==> src/rtl/mcs_pkg.sv <==
// Package for the machine cycle sequencer. Holds the slot geometry and the
// named slot positions the strobe decode relies on.
// Assumes two phases per state; slot index = (state-1)*PHASES + (phase-1).
package mcs_pkg;
    localparam int NUM_STATES = 6;
    localparam int PHASES     = 2;
    localparam int NUM_SLOTS  = NUM_STATES * PHASES;
    localparam int SLOT_W     = $clog2(NUM_SLOTS);
    localparam int STATE_W    = $clog2(NUM_STATES + 1);
    localparam int CYC_W      = 2;
    localparam int NUM_ALE    = 4;

    typedef logic [SLOT_W-1:0] slot_t;
    typedef logic [CYC_W-1:0]  cyc_t;

    typedef enum logic [1:0] {
        CYC_ONE   = 2'b00,
        CYC_TWO   = 2'b01,
        CYC_FOUR  = 2'b10,
        CYC_FOURX = 2'b11
    } cyc_code_e;

    // Map a 1-based state and phase onto a slot index.
    function automatic slot_t slot_of(input int st, input int ph);
        return slot_t'((st - 1) * PHASES + (ph - 1));
    endfunction

    localparam slot_t OPC_SLOT  = slot_of(1, 2);
    localparam slot_t OPND_SLOT = slot_of(4, 2);
    localparam slot_t LAST_SLOT = slot_of(NUM_STATES, PHASES);
    localparam slot_t XS_FIRST  = slot_of(1, 2);
    localparam slot_t XS_LAST   = slot_of(5, 1);
    localparam slot_t ALE_SLOTS [NUM_ALE] =
        '{slot_of(1, 2), slot_of(2, 1), slot_of(4, 2), slot_of(5, 1)};
endpackage

==> src/rtl/mcs_slot_ctr.sv <==
// Slot counter: walks the twelve oscillator slots of a machine cycle and
// reports state number and phase. Assumes PHASES divides the slot count.
module mcs_slot_ctr
    import mcs_pkg::*;
(
    input  logic               clk,
    input  logic               rst_n,
    output slot_t              slot,
    output logic [STATE_W-1:0] state_num,
    output logic               phase_two
);
    // Advance one slot per clock, wrapping after the last phase of state 6.
    always_ff @(posedge clk) begin
        if (!rst_n)                 slot <= '0;
        else if (slot == LAST_SLOT) slot <= '0;
        else                        slot <= slot + slot_t'(1);
    end

    // Derive 1-based state number and phase flag from the slot index.
    always_comb begin
        state_num = STATE_W'(slot / slot_t'(PHASES)) + STATE_W'(1);
        phase_two = (slot % slot_t'(PHASES)) == slot_t'(PHASES - 1);
    end
endmodule

==> src/rtl/mcs_instr_track.sv <==
// Instruction tracker: captures the decoder facts at the opcode slot of a
// first cycle and counts machine cycles until the last one completes.
// Assumes the decoder inputs are valid during the opcode slot.
module mcs_instr_track
    import mcs_pkg::*;
(
    input  logic       clk,
    input  logic       rst_n,
    input  slot_t      slot,
    input  logic       dec_two_byte,
    input  logic [1:0] dec_cycles,
    input  logic       dec_xdata,
    input  logic       dec_xwrite,
    output cyc_t       cyc,
    output logic       first_cycle,
    output logic       last_cycle,
    output logic       two_byte_q,
    output logic       xdata_q,
    output logic       xwrite_q
);
    cyc_t last_idx_q;
    cyc_t last_idx_d;
    logic capture;

    // Translate the cycle code (or the external-move override) to a last index.
    always_comb begin
        if (dec_xdata) begin
            last_idx_d = cyc_t'(1);
        end else begin
            case (cyc_code_e'(dec_cycles))
                CYC_ONE: last_idx_d = cyc_t'(0);
                CYC_TWO: last_idx_d = cyc_t'(1);
                default: last_idx_d = cyc_t'(3);
            endcase
        end
        capture = (slot == OPC_SLOT) && (cyc == '0);
    end

    // Hold the decoder facts from the opcode slot until the next instruction.
    always_ff @(posedge clk) begin
        if (!rst_n) begin
            last_idx_q <= '0;
            two_byte_q <= 1'b0;
            xdata_q    <= 1'b0;
            xwrite_q   <= 1'b0;
        end else if (capture) begin
            last_idx_q <= last_idx_d;
            two_byte_q <= dec_two_byte && !dec_xdata;
            xdata_q    <= dec_xdata;
            xwrite_q   <= dec_xdata && dec_xwrite;
        end
    end

    // Step the cycle counter at each cycle boundary, clearing after the last.
    always_ff @(posedge clk) begin
        if (!rst_n)                    cyc <= '0;
        else if (slot == LAST_SLOT) begin
            if (cyc == last_idx_q)     cyc <= '0;
            else                       cyc <= cyc + cyc_t'(1);
        end
    end

    // Flag first and last cycles of the current instruction.
    always_comb begin
        first_cycle = (cyc == '0);
        last_cycle  = (cyc == last_idx_q);
    end
endmodule

==> src/rtl/mcs_strobes.sv <==
// Strobe decode: turns slot position and captured instruction facts into
// the latch, program-counter, completion and external-data strobes.
// Assumes the captured facts are stable from the slot after the opcode slot.
module mcs_strobes
    import mcs_pkg::*;
(
    input  slot_t slot,
    input  cyc_t  cyc,
    input  logic  first_cycle,
    input  logic  last_cycle,
    input  logic  two_byte_q,
    input  logic  xdata_q,
    input  logic  xwrite_q,
    output logic  ale,
    output logic  op_latch,
    output logic  opnd_latch,
    output logic  pc_inc,
    output logic  instr_done,
    output logic  xrd,
    output logic  xwr
);
    logic ale_hit;
    logic xd_cycle;
    logic xwin;

    // Find whether the slot is one of the address-latch slots.
    always_comb begin
        ale_hit = 1'b0;
        for (int i = 0; i < NUM_ALE; i++) begin
            if (slot == ALE_SLOTS[i]) ale_hit = 1'b1;
        end
    end

    // Decode every strobe for the current slot.
    always_comb begin
        xd_cycle   = xdata_q && (cyc == cyc_t'(1));
        ale        = ale_hit && !xd_cycle;
        op_latch   = (slot == OPC_SLOT) && first_cycle;
        opnd_latch = (slot == OPND_SLOT) && first_cycle && two_byte_q;
        pc_inc     = op_latch || opnd_latch;
        instr_done = (slot == LAST_SLOT) && last_cycle;
        xwin       = xd_cycle && (slot >= XS_FIRST) && (slot <= XS_LAST);
        xrd        = xwin && !xwrite_q;
        xwr        = xwin && xwrite_q;
    end
endmodule

==> src/rtl/mcycle_seq.sv <==
// Machine cycle timing sequencer top. Connects the slot counter, the
// instruction tracker and the strobe decode. Outputs are decoded from
// registered state, so they settle shortly after each rising clock edge.
module mcycle_seq
    import mcs_pkg::*;
(
    input  logic       clk,
    input  logic       rst_n,
    input  logic       dec_two_byte,
    input  logic [1:0] dec_cycles,
    input  logic       dec_xdata,
    input  logic       dec_xwrite,
    output logic [2:0] state_num,
    output logic       phase_two,
    output logic       ale,
    output logic       op_latch,
    output logic       opnd_latch,
    output logic       pc_inc,
    output logic       instr_done,
    output logic       xrd,
    output logic       xwr
);
    slot_t slot;
    cyc_t  cyc;
    logic  first_cycle, last_cycle, two_byte_q, xdata_q, xwrite_q;

    mcs_slot_ctr u_slot (
        .clk       (clk),
        .rst_n     (rst_n),
        .slot      (slot),
        .state_num (state_num),
        .phase_two (phase_two)
    );

    mcs_instr_track u_track (
        .clk          (clk),
        .rst_n        (rst_n),
        .slot         (slot),
        .dec_two_byte (dec_two_byte),
        .dec_cycles   (dec_cycles),
        .dec_xdata    (dec_xdata),
        .dec_xwrite   (dec_xwrite),
        .cyc          (cyc),
        .first_cycle  (first_cycle),
        .last_cycle   (last_cycle),
        .two_byte_q   (two_byte_q),
        .xdata_q      (xdata_q),
        .xwrite_q     (xwrite_q)
    );

    mcs_strobes u_strb (
        .slot        (slot),
        .cyc         (cyc),
        .first_cycle (first_cycle),
        .last_cycle  (last_cycle),
        .two_byte_q  (two_byte_q),
        .xdata_q     (xdata_q),
        .xwrite_q    (xwrite_q),
        .ale         (ale),
        .op_latch    (op_latch),
        .opnd_latch  (opnd_latch),
        .pc_inc      (pc_inc),
        .instr_done  (instr_done),
        .xrd         (xrd),
        .xwr         (xwr)
    );
endmodule

==> config.mk <==
export PLATFORM = sky130hd
export DESIGN_NAME = mcycle_seq
export DESIGN_NICKNAME = d
export VERILOG_FILES = /design/src/rtl/mcs_pkg.sv /design/src/rtl/mcs_slot_ctr.sv /design/src/rtl/mcs_instr_track.sv /design/src/rtl/mcs_strobes.sv /design/src/rtl/mcycle_seq.sv
export SDC_FILE = /design/constraint.sdc
export NUM_CORES = 1
export LEC_CHECK = 0
export BUFFER_PORTS_ARGS = -buffer_cell sky130_fd_sc_hd__buf_2
export CORE_UTILIZATION = 50
export CTS_CLUSTER_DIAMETER = 60
export DETAILED_ROUTE_END_ITERATION = 8
export HOLD_SLACK_MARGIN = 0.12
export PLACE_DENSITY = 0.76
export SLEW_MARGIN = 25
export SYNTH_ARGS = -nofsm -noshare
export SYNTH_HDL_FRONTEND = slang
export SYNTH_SLANG_ARGS = --single-unit
export TNS_END_PERCENT = 30
==> constraint.sdc <==
create_clock -name clk -period 1.4 [get_ports clk]
set_input_delay 0.14 -clock clk [delete_from_list [all_inputs] [get_ports clk]]
set_output_delay 0.14 -clock clk [all_outputs]
set_load 0.02 [all_outputs]
Word-level counts from Yosys, hierarchy flattened:

Cells that the tools add are included.

* output and inout port bits: 11
* register bits after elaboration: 11
* bits of input ports: 7

* mux-type cells: 7
* equality and inequality tests: 8
* $add $sub $neg: 3
* magnitude comparators: 2
* reduce and logical (&&, ||, !) cells: 19
* bitwise logic cells: 1

Operators with widths (count)
* $logic_and 1x1->1: 12
* $eq 4x4->1 const B: 2
* $add 4x1->4 const B: 1
* $eq 2x1->1 const B: 2
* $eq 4x1->1 const B: 1
* $eq 4x2->1 const B: 1
* $eq 4x3->1 const B: 1
* $ge 4x1->1 const B: 1
* $le 4x4->1 const B: 1
* $logic_not 2->1: 2
* $mux 1: 4
* $mux 2: 2
* $pmux 2 s2: 1
* $add 3x1->3 const B: 1
* $logic_not 1->1: 3
* $add 2x1->2 const B: 1
* $eq 2x2->1: 1
* $reduce_or 2->1: 1
* $logic_or 1x1->1: 1
* $not 1->1: 1

Depth between registers and ports, before layout:

* depth in word-level cells: 6
* mapped depth: 6
* mapped depth without buffers: 5

Cells and area by module:

From an unflattened synthesis, not the netlist that was laid out.

* cells, all modules: 78
* area total of the unflattened synthesis: 671.9 um^2

By module, submodules not included
* mcs_instr_track: area an instance 360.3 um^2, cells each 38, instances 1
* mcs_slot_ctr: area an instance 201.4 um^2, cells each 21, instances 1
* mcs_strobes: area an instance 110.1 um^2, cells each 19, instances 1

Worst setup path after synthesis:

Ideal clock, no wire load.

* path type: reg-to-output
* from: register u_slot.slot[0]
* to: output port xrd
* path slack: -0.261 ns
* path buffers: 0
* data required time: 1.260 ns
* cell stages (with the launch flop): 6
* arrival time: 1.521 ns
* path through: dfxtp_1 inv_1 ha_1 nor4b_1 a211oi_1 nor2b_1

* cells in the longest elaborated chain, start to end: 4

Ends and longest elaborated chain
* start: declaration: RTL line mcs_slot_ctr.sv:8 `output slot_t slot,`
* start signal: assignment: RTL line mcs_slot_ctr.sv:16 `else slot <= slot + slot_t'(1);`
* $ge 4x1->1: RTL line mcs_strobes.sv:42 `xwin = xd_cycle && (slot >= XS_FIRST) && (slot <= XS_LAST);`
* $logic_and 1x1->1: RTL line mcs_strobes.sv:42
* $logic_and 1x1->1 (*): RTL line mcs_strobes.sv:42
* $logic_and 1x1->1 (*): RTL line mcs_strobes.sv:43 `xrd = xwin && !xwrite_q;`
* end: declaration: RTL line mcycle_seq.sv:20 `output logic xrd,`

Mark *: on every way between the ends. The rest lies on a longest branch, timed or not.

Final worst setup path:

* from: register u_slot.slot[1]
* to: output port ale

* cells in the longest elaborated chain, start to end: 6

Ends and longest elaborated chain
* $eq 4x1->1: RTL line mcs_strobes.sv:30 `if (slot == ALE_SLOTS[i]) ale_hit = 1'b1;`
* $mux 1 (3 in series): RTL line mcs_strobes.sv:30
* $mux 1 (*): RTL line mcs_strobes.sv:30
* $logic_and 1x1->1 (*): RTL line mcs_strobes.sv:37 `ale = ale_hit && !xd_cycle;`
* end: declaration: RTL line mcycle_seq.sv:15 `output logic ale,`

Marked as above.

==> impl_metrics.json <==
{
  "status": "finished with violations",
  "violations": "setup timing",
  "cts_hold_buf": 0,
  "place.port_buffers": 17,
  "grt_antenna_before_repair": 0,
  "yosys_warnings": 0,
  "setup_slack_ns": -0.371,
  "drt_iter0_drc": 17,
  "synth_top_area_cell": "dfxtp_1",
  "synth_cell_types": 32,
  "synth_area_leaders": "dfxtp_1 32%, ha_1 13%, xor2_1 5.1%",
  "arrival_ns": 1.63,
  "synth-edff-count": 0,
  "syn_area_sq_um": 688,
  "drv_cap": 0,
  "drtAntennaViolNets": 0,
  "dieArea_sq_um": 1530,
  "hpwl_um": 1110,
  "ys.flop_type": "dfxtp_1",
  "pre_cts_ws_ns": -0.139,
  "maxSlewViolCount": 0,
  "cts_buffer_depth": 2,
  "area_delta_synth_final_pct": 56.2,
  "fin_util": 0.836,
  "globalplace.congestion": 0.715,
  "relSlewSlack": 0.817,
  "synth_seq_cells": 11,
  "fmax_ghz": 0.565,
  "synth-compound-area-share": 0.138,
  "ir_drop_uv": 511,
  "startpoint_type": "register",
  "synthAdderAreaFrac": 0.127,
  "synth.most_common_cell": "dfxtp_1",
  "cp_max_fo": 3,
  "crit_path_end_kind": "output port",
  "gr-total-overflow": 0,
  "fin_skew_ns": 0.00461,
  "layout.cells.non_filler": 119,
  "grt_use_total": 0.261,
  "htree_levels": 1,
  "synth_seq_area_share": 0.320,
  "rows": 13,
  "grt_pass1_wl_um": 2640,
  "total_power_uw": 847,
  "crit_start": "u_slot.slot[1]",
  "via_count": 665,
  "die_x_um": 39.1,
  "synth_simple_gate_area_share": 0.289,
  "rsz0062_at_grt": "yes",
  "finalCritPeriodShare": 1.26,
  "cts.sinks": 11,
  "ioPinCount": 18,
  "endpoint": "ale",
  "core-area_sq_um": 1280,
  "grt_max_degree": 11,
  "synth_common_cells": "11 x dfxtp_1, 7 x ha_1, 6 x nand2_1",
  "diodes": 0,
  "p_leak_nw": 0.462,
  "placedCellCount": 115,
  "drc": 0,
  "muxShareOfSynthArea": 0.0145,
  "initial_core_util": 0.536,
  "reg2reg_depth": 7,
  "reg2reg_from": "u_slot.slot[1]",
  "hold_path.class": "in2reg",
  "grt_pass1_vias": 599,
  "reg2reg_slack_ns": -0.05,
  "syn_nets": 90,
  "drive_gt1_frac": 0.558,
  "wl_um": 2040,
  "worstMarginPinSlew_ns": 0.274,
  "nets": 119,
  "hold_viol": 0,
  "clk_latency_ns": 0.27,
  "synthXorXnorAreaFrac": 0.0509,
  "tritoncts": "built",
  "path_clk_slew_ns": 0.07,
  "setup_viol": 8,
  "drtPass1Iterations": 4,
  "routedWlPerCell_um": 17.1,
  "crit_type": "reg2out",
  "netlist.area_leader.share": 0.320,
  "vias_per_cell": 5.59,
  "tns_ns": -1.68,
  "chipHeight_um": 39.1,
  "async_flop_share": 0,
  "n_fill_cell": 78,
  "required_ns": 1.26,
  "cts_buffers": 3,
  "cts-root-buf": "clkbuf_4",
  "avgSynthCellArea_sq_um": 9.05,
  "r2r-end": "u_track.xdata_q",
  "period_needed_ns": 1.77,
  "p_per_area_nw_per_um2": 788,
  "netlist_instances": 76,
  "synth_top_family_by_area": "simple AND/OR/NAND/NOR gates"
}
==> placed cells by master (no fill, tap or decap), types with 2 or more instances in the layout <==
cell type / instances
buf_2: 9
buf_6: 9
buf_4: 9
nand2_1: 6
ha_4: 6
dfxtp_1: 6
xor2_1: 4
nand2b_1: 4
nand3b_1: 3
a21boi_1: 3
clkbuf_4: 3
dfxtp_2: 3
inv_4: 2
nand3_1: 2
or2_2: 2
a21boi_0: 2
nor2_1: 2
dfxtp_4: 2
==> cell type report <==
class,instances,area (sq um),share of cell area
multi-input cells,58,564,0.525
well taps,15,18.8,0.0175
clock buffers,4,26.3,0.0244
flip-flops and latches,11,231,0.215
repair buffers,27,214,0.199
inverters,4,20.0,0.0186
==> registers in the layout, indices dropped and copies added, names as in the netlist <==
name	cells
u_slot.slot	4
u_track.last_idx_q	2
u_track.two_byte_q	1
u_track.xdata_q	1
u_track.xwrite_q	1
u_track.cyc	2
==> cells by family after synthesis <==
kind of cell             count (synthesis)
AO/OA/AOI/OAI                           13
buffers and inverters                    7
XOR/XNOR                                 4
flip-flops                              11
multiplexers                             1
AND/OR/NAND/NOR                         33
adder cells (fa/ha/maj)                  7
==> metal layers <==
| metal | vias to the layer above | share of wire | GRT usage |
|---|---|---|---|
| met1 | 322 | 0.40 | 0.251 |
| met5 | - | 0 | 0 |
| met3 | 6 | 0.024 | 0.0462 |
| met4 | 0 | 0.029 | 0.0862 |
| li1 | 317 | - | - |
| met2 | 20 | 0.54 | 0.533 |
==> metrics by stage <==
stage,area [sq um],hold slack (ns)
finish,1070,0.131
floorplan,709,0.291
global placement,862,0.411
CTS,1010,0.136
detailed placement,862,0.414
global route,1070,0.128
==> worst min path at each step <==
| stage | start | endpoint | cells past startpoint |
|---|---|---|---|
| floorplan | dec_xdata | u_track.xwrite_q | 2 |
| global placement | dec_xwrite | u_track.xwrite_q | 3 |
| detailed placement | dec_xwrite | u_track.xwrite_q | 3 |
| CTS | dec_xwrite | u_track.xwrite_q | 3 |
| global route | dec_xwrite | u_track.xwrite_q | 3 |
| finish | dec_xwrite | u_track.xwrite_q | 3 |
==> power by group <==
| part | internal [mW] | switching [mW] |
|---|---|---|
| registers | 0.329 | 0.0251 |
| logic | 0.143 | 0.129 |
| clock network | 0.110 | 0.111 |
==> what timing repair did <==
item	CTS	global route
buffers inserted	0	0
gates resized for setup	33	14
endpoints found under the setup margin	13	12
pin swaps	6	4
endpoints found under the hold margin	0	0
==> critical path, cell delays in order, from the launching register on <==
cell and delay (ns):
dfxtp_4 0.38, inv_4 0.05, ha_4 0.17, or3_4 0.38, a21oi_2 0.16, a221oi_2 0.05, buf_4 0.17
(Power assumes the default switching activity.)
